[src/rtl/qseq_pkg.sv]
`timescale 1ns/1ps
package qseq_pkg;
  localparam int NUM_PHASES = 4;
  localparam int PH_Q1 = 0;
  localparam int PH_Q2 = 1;
  localparam int PH_Q3 = 2;
  localparam int PH_Q4 = 3;
  typedef logic [NUM_PHASES-1:0] phase_t;
  localparam phase_t PHASE_RESET = phase_t'(1);
endpackage

[src/rtl/qseq_phase_ring.sv]
`timescale 1ns/1ps
module qseq_phase_ring
  import qseq_pkg::*;
(
  input  logic   clk,
  input  logic   rst,
  output phase_t phase_o
);
  phase_t ring_q;

  always_ff @(posedge clk) begin
    if (rst) ring_q <= PHASE_RESET;
    else     ring_q <= {ring_q[NUM_PHASES-2:0], ring_q[NUM_PHASES-1]};
  end

  assign phase_o = ring_q;

  // one strobe per period, fixed rotation
  p_one_hot_r2: assert property (@(posedge clk) disable iff (rst)
    $countones(ring_q) == 1);

  generate
    for (genvar g = 0; g < NUM_PHASES; g++) begin : g_step
      p_rotate_r2: assert property (@(posedge clk) disable iff (rst)
        ring_q[g] && !rst |=> rst || ring_q[(g + 1) % NUM_PHASES]);
    end
  endgenerate
endmodule

[src/rtl/qseq_prog_counter.sv]
`timescale 1ns/1ps
module qseq_prog_counter #(
  parameter int          ADDR_W    = 13,
  parameter int unsigned RESET_VEC = 0
) (
  input  logic              clk,
  input  logic              rst,
  input  logic              cycle_end_i,
  input  logic              take_redir_i,
  input  logic [ADDR_W-1:0] target_i,
  output logic [ADDR_W-1:0] pc_o
);
  localparam logic [ADDR_W-1:0] VEC = ADDR_W'(RESET_VEC);
  localparam logic [ADDR_W-1:0] ONE = ADDR_W'(1);

  logic [ADDR_W-1:0] pc_q;

  always_ff @(posedge clk) begin
    if (rst)                pc_q <= VEC;
    else if (cycle_end_i) begin
      if (take_redir_i)     pc_q <= target_i;
      else                  pc_q <= pc_q + ONE;
    end
  end

  assign pc_o = pc_q;

  // address frozen inside an instruction cycle
  p_addr_hold_r3: assert property (@(posedge clk) disable iff (rst)
    !cycle_end_i |=> rst || $stable(pc_q));
  // sequential advance with wrap
  p_addr_step_r4: assert property (@(posedge clk) disable iff (rst)
    cycle_end_i && !take_redir_i |=> rst || pc_q == $past(pc_q) + ONE);
endmodule

[src/rtl/qseq_instr_latch.sv]
`timescale 1ns/1ps
module qseq_instr_latch #(
  parameter int INSTR_W = 14
) (
  input  logic               clk,
  input  logic               rst,
  input  logic               cycle_end_i,
  input  logic               squash_i,
  input  logic [INSTR_W-1:0] word_i,
  output logic [INSTR_W-1:0] ir_o,
  output logic               valid_o
);
  logic [INSTR_W-1:0] ir_q;
  logic               valid_q;

  always_ff @(posedge clk) begin
    if (rst) begin
      ir_q    <= '0;
      valid_q <= 1'b0;
    end else if (cycle_end_i) begin
      ir_q    <= word_i;
      valid_q <= !squash_i;
    end
  end

  assign ir_o    = ir_q;
  assign valid_o = valid_q;

  // register and flag change only at the end of Q4
  p_ir_hold_r5: assert property (@(posedge clk) disable iff (rst)
    !cycle_end_i |=> rst || ($stable(ir_q) && $stable(valid_q)));
  // unsquashed capture yields a valid instruction
  p_capture_r5: assert property (@(posedge clk) disable iff (rst)
    cycle_end_i && !squash_i |=> rst || (valid_q && ir_q == $past(word_i)));
endmodule

[src/rtl/quad_phase_seq.sv]
`timescale 1ns/1ps
module quad_phase_seq
  import qseq_pkg::*;
#(
  parameter int          ADDR_W    = 13,
  parameter int          INSTR_W   = 14,
  parameter int unsigned RESET_VEC = 0
) (
  input  logic               clk,
  input  logic               rst,
  input  logic [INSTR_W-1:0] imem_rdata,
  input  logic               pc_chg,
  input  logic [ADDR_W-1:0]  pc_target,
  output logic [3:0]         phase_q,
  output logic [ADDR_W-1:0]  imem_addr,
  output logic [INSTR_W-1:0] instr_reg,
  output logic               exec_valid
);
  phase_t            phase_w;
  logic              cycle_end;
  logic              take_redir;
  logic [ADDR_W-1:0] pc_w;
  logic [INSTR_W-1:0] ir_w;
  logic              valid_w;

  qseq_phase_ring u_ring (
    .clk     (clk),
    .rst     (rst),
    .phase_o (phase_w)
  );

  assign cycle_end  = phase_w[PH_Q4];
  assign take_redir = cycle_end && pc_chg && valid_w;

  qseq_prog_counter #(
    .ADDR_W    (ADDR_W),
    .RESET_VEC (RESET_VEC)
  ) u_pc (
    .clk          (clk),
    .rst          (rst),
    .cycle_end_i  (cycle_end),
    .take_redir_i (take_redir),
    .target_i     (pc_target),
    .pc_o         (pc_w)
  );

  qseq_instr_latch #(
    .INSTR_W (INSTR_W)
  ) u_ir (
    .clk         (clk),
    .rst         (rst),
    .cycle_end_i (cycle_end),
    .squash_i    (take_redir),
    .word_i      (imem_rdata),
    .ir_o        (ir_w),
    .valid_o     (valid_w)
  );

  assign phase_q    = phase_w;
  assign imem_addr  = pc_w;
  assign instr_reg  = ir_w;
  assign exec_valid = valid_w;

  // taken redirect loads target and yields a NOP cycle
  p_redirect_r7: assert property (@(posedge clk) disable iff (rst)
    phase_q[3] && pc_chg && exec_valid |=>
      rst || (!exec_valid && imem_addr == $past(pc_target)));
  // pc_chg outside Q4 leaves the address alone
  p_early_chg_r8: assert property (@(posedge clk) disable iff (rst)
    pc_chg && !phase_q[3] |=> rst || $stable(imem_addr));
  // pc_chg during a NOP cycle does not redirect
  p_nop_chg_r9: assert property (@(posedge clk) disable iff (rst)
    phase_q[3] && pc_chg && !exec_valid |=>
      rst || (exec_valid && imem_addr == $past(imem_addr) + ADDR_W'(1)));
  // reset leaves the first cycle fetch-only
  p_first_fetch_r6: assert property (@(posedge clk)
    rst |=> !exec_valid);
endmodule

[config.mk]
export PLATFORM = sky130hd
export DESIGN_NAME = quad_phase_seq
export DESIGN_NICKNAME = d
export VERILOG_FILES = /design/src/rtl/qseq_pkg.sv /design/src/rtl/qseq_phase_ring.sv /design/src/rtl/qseq_prog_counter.sv /design/src/rtl/qseq_instr_latch.sv /design/src/rtl/quad_phase_seq.sv
export SDC_FILE = /design/constraint.sdc
export NUM_CORES = 1
export LEC_CHECK = 0
export BUFFER_PORTS_ARGS = -buffer_cell sky130_fd_sc_hd__buf_2
export CORE_MARGIN = 2
export CORE_UTILIZATION = 30
export DETAILED_ROUTE_END_ITERATION = 6
export HOLD_SLACK_MARGIN = 0.02
export RECOVER_POWER = 50
export SKIP_CTS_REPAIR_TIMING = 1
export SYNTH_ARGS = -nofsm -noshare
export SYNTH_HDL_FRONTEND = slang
export SYNTH_SLANG_ARGS = --single-unit
export TNS_END_PERCENT = 1
[constraint.sdc]
create_clock -name clk -period 1.7 [get_ports clk]
set_input_delay 0 -clock clk [delete_from_list [all_inputs] [get_ports clk]]
set_output_delay 0 -clock clk [all_outputs]
set_load 0.005 [all_outputs]
==> After elaboration in Yosys (flattened, before gate mapping) <==
Index checks and enable logic that the tools add are counted.
Widths: inputs -> output; s select.
{ "op_classes": {"add_sub_neg": 1, "n_mux": 1, "n_reduce_logical": 3} }
{ "ops": {"columns": ["operator", "count"], "rows": [
  ["$add 13x1->13 const B", 1],
  ["$mux 13", 1],
  ["$logic_and 1x1->1", 2],
  ["$logic_not 1->1", 1]
]} }
{ "totals": {"ff_bits": 32, "in_bits": 30} }

==> Depth between registers and ports, before layout <==
{ "logic_depth": {"ltp_word": 3, "ltp_mapped": 6} }

==> Cells and area by module <==
From an unflattened synthesis, not the netlist that was laid out.
{ "unflattened": {"hier_cells": 157, "hier_area_um2": 1448.9} }
{ "by_module_without_submodules": {"columns": ["mod", "instances", "cells_each", "area_per_inst_um2"], "rows": [
  ["qseq_prog_counter", 1, 100, 784.5],
  ["qseq_instr_latch", 1, 48, 545.5],
  ["qseq_phase_ring", 1, 8, 112.6],
  ["quad_phase_seq", 1, 1, 6.3]
]} }

==> Worst setup path before layout <==
OpenSTA, ideal clock, no wires.
{ "synth_path": {"path_kind": "flip-flop to flip-flop", "startpoint": "register u_pc.pc_q[0], in the netlist u_pc.pc_o[0]", "endpoint": "register u_pc.pc_q[8], in the netlist u_pc.pc_o[8]", "setup_time_ps": 103, "arrival_ps": 1326, "required_ps": 1597, "path_slack_ps": 270, "stages_incl_launch_ff": 6, "path_buffers": 0, "period_less_slack_ps": 1430, "cell_sequence": "dfxtp_1 -> ha_1 -> nand3_1 -> nor3_1 -> o22ai_1 -> a2111oi_2"} }
{ "synth_between": {"elab_chain_len": 2} }
{ "synth_rtl": {"columns": ["element", "line", "text"], "rows": [
  ["start, declared", "qseq_prog_counter.sv:16", "logic [ADDR_W-1:0] pc_q;"],
  ["start signal, assigned", "qseq_prog_counter.sv:21", "if (take_redir_i) pc_q <= target_i;"],
  ["start signal, assigned", "qseq_prog_counter.sv:22", "else pc_q <= pc_q + ONE;"],
  ["$add 13x1->13", "qseq_prog_counter.sv:22", null],
  ["$mux 13", "qseq_prog_counter.sv:21", null]
]} }
Every way passes these cells.
A chain may end at the register's enable or synchronous reset.

==> Worst setup path in the final report <==
{ "layout_path": {"startpoint": "register u_pc.pc_q[2], in the netlist u_pc.pc_o[2]", "endpoint": "register u_pc.pc_q[11], in the netlist u_pc.pc_o[11]"} }
Same word-level chain as after synthesis.

==> summary.txt <==
Finish
  • Layout area overhead: 41.3%
  • Layout Nets: 278
  • Ant diodes: 0
  • Share of cells above drive strength 1: 0.296
  • Fillers: 490

Logic synthesis
  • Count leader, synth: dfxtp_1
  • Avg Cell Area, Syn: 8.89 µm²
  • Top cell type's share of synthesized area: 0.434
  • Top post-synthesis cells by area: dfxtp_1, mux2i_1, nor2_1, nand2_1, nor2b_1
  • Synth cell count leaders: dfxtp_1, nor2_1, mux2i_1, nand2_1
  • Synthesis-stage register bit count: 32
  • Synthesized net count: 197
  • Synthesized area: 1480 µm²
  • Synth area leader: dfxtp_1
  • Number of flops mapped to enable cells by yosys: 0
  • Number of synthesis warnings: 0
  • Asr flop ratio synth: 0
  • Top_reg_cell synth: dfxtp_1
  • Yosys cell types: between 40 and 50
  • Post-synthesis sequential area ratio: 0.434
  • Syn Inst Count: 166

STA
  • RSZ-0062 raised after global routing: false
  • Count of final setup violators: 0
  • Clock skew: around 0.0036 ns
  • FMAX: 637 MHz
  • Hold Vio Cnt, Final: 0
  • Rel. slew slack: 0.582
  • Slew Viols, Final: 0
  • Setup tns final: 0 ns
  • Tcrit/Tclk final: 0.924
  • Slew @ Worst Pin: 0.626 ns
  • Tmin final: 1.57 ns

Placed design
  • Hpwl dp: 2630 µm
  • Routability cong.: 0.812
  • Port bufs: 61

Clock network
  • Worst-path clk slew: 0.06 ns
  • CTS Sinks: 32
  • Total CTS buffers: 5
  • CTS tree: yes
  • H-tree depth: 2
  • CTS Root Cell: clkbuf_8
  • CTS max path bufs: 2
  • Clock latency on the worst-skew pair: about 0.27 ns

Flow run
  • Max-Cap Viols: 0

GRT
  • First-pass GRT wire length: 5870 µm
  • Largest net degree at the start of global routing: 34
  • Tot GR Track Use: 0.140
  • Total grt overflow: 0
  • Number of global-route vias before repair: 1,307
  • Initial antenna violation count: 0

Setup path
  • Worst path bufs/invs: 0
  • Crit-path cells: nand3_1, nor4_1, mux2_2, a21oi_1
  • WP data required: 1.90 ns
  • CP Class: flip-flop to flip-flop
  • Slowest CP cell: dfxtp_1
  • Crit-path max FO: 6
  • Crit path launch type: flip-flop
  • CP endpoint kind: flip-flop
  • CP Data Arrival Time: between 1.5 and 2 ns
  • Top delay family on crit path: simple AND/OR/NAND/NOR gates
  • Slowest cell delay on critical path: 0.42 ns

Outcome
  • Status: complete, no violations

Floorplanning
  • Initial Utilization: 0.312
  • Height of the die: 74.1 µm
  • Die area: around 5500 µm²
  • Core area: between 4000 and 5000 µm²
  • Core Rows: 25
  • Die Wd: approximately 74 µm
  • Boundary Pins: 62

Min path
  • Worst hold path type: primary input to flip-flop

Routing
  • DRC violations left: 0
  • First drt pass iteration count: 4
  • Vias/cell: around 4.8
  • WL/cell: 11.9 µm
  • Initial DRC count: 69
  • Routed WL: between 3000 and 4000 µm
  • DR vias: 1,505
  • Post-route ant nets: 0

Power and ir drop
  • Total power: 1460 µW
  • Gate power share: 0.098
  • Clk pwr share: 0.366
  • Peak VDD IR: 483 µV
  • Sw Ratio: 0.226
  • Sequential share of power: 0.536
  • NetSw: 329 µW
  • Pint: 1130 µW
  • Lkg Pwr: 0.000818 µW
  • Pwr per Cell Area: about 700 nW/µm²
cell type report:
| class | count | area, µm² | area share |
|---|---|---|---|
| Sequential cell | 32 | 643 | 0.309 |
| Tap cell | 67 | 83.8 | 0.0402 |
| Clock buffer | 6 | 72.6 | 0.0348 |
| Clock inverter | 1 | 5.00 | 0.00240 |
| Timing Repair Buffer | 86 | 503 | 0.241 |
| Multi-Input combinational cell | 120 | 769 | 0.369 |
| Inverter | 2 | 7.51 | 0.00360 |
through the flow:
| step | instance area, µm² | hold WS (ns) | instances | setup WS [ns] | util |
|---|---|---|---|---|---|
| after floorplan | 1480 | 0.0760 | 166 | 0.270 | - |
| after global placement | 1880 | 0.232 | 292 | 0.211 | 0.397 |
| after detailed placement | 1880 | 0.249 | 292 | 0.119 | 0.397 |
| after CTS | 1950 | -0.0519 | 299 | 0.113 | 0.414 |
| after global routing | 2080 | 0.0348 | 314 | 0.0267 | 0.441 |
| final | 2080 | 0.0179 | 314 | 0.129 | 0.441 |
cells in the final DEF, fill, tap and decap left out, types with 4 or more instances in the layout:
master | netlist | routed
clkbuf_8 | 0 | 5
dfxtp_1 | 32 | 30
dlygate4sd3_1 | 0 | 15
nor2b_1 | 6 | 6
buf_4 | 1 | 7
o21ai_0 | 7 | 7
mux2i_1 | 14 | 14
clkbuf_1 | 3 | 17
buf_2 | 7 | 48
nor2_1 | 24 | 24
nand2_1 | 14 | 14
nand3_1 | 7 | 6
a21oi_1 | 4 | 4
layer usage:
layer | part of all wire | routed length (µm) | track usage
met3 | 0.096 | 360 | 0.0556
met4 | 0.017 | 64 | 0.0586
met1 | 0.44 | 1650 | 0.180
met2 | 0.44 | 1670 | 0.209
met5 | 0 | 0 | 0
path summary, 6_finish.rpt:
check / startpoint / end / slack [ns] / depth (start not counted)
max: u_pc.pc_o[2] / u_pc.pc_o[11] / 0.13 / 4
min: pc_target[12] / u_pc.pc_o[12] / 0.02 / 3
max reg2reg: u_pc.pc_o[2] / u_pc.pc_o[11] / 0.13 / 4
min reg2reg: u_ring.phase_o[2] / u_ring.phase_o[3] / 0.46 / 1
worst reg2reg max path: cells and delay by family (launching register included):
| family | cells | cell delay, ns |
|---|---|---|
| multiplexers | 1 | 0.38 |
| AND/OR/NAND/NOR | 2 | 0.57 |
| flip-flops | 1 | 0.42 |
| AO/OA/AOI/OAI | 1 | 0.13 |
flip-flops by register name (all words and copies together), names as in the netlist:
name and cells:
u_ring.phase_o 4, u_pc.pc_o 13, u_ir.valid_o 1, u_ir.ir_o 14
logic make-up after synthesis:
group                      synth area share
muxes                                 0.103
AOI/OAI and AO/OA                     0.180
buffers and inverters                0.0492
and+or+nand+nor                       0.226
DFF                                   0.434
adders and majority gates           0.00848
power by group through the flow:
stage / clock network (µW) / registers [µW] / logic (µW)
2_1_floorplan: 0 / 794 / 58.5
3_3_place_gp: 0 / 796 / 120
3_5_place_dp: 0 / 796 / 122
4_1_cts: 568 / 779 / 122
5_1_grt: 604 / 782 / 159
6_report: 533 / 780 / 143
Power figures use the tool's default switching activity.
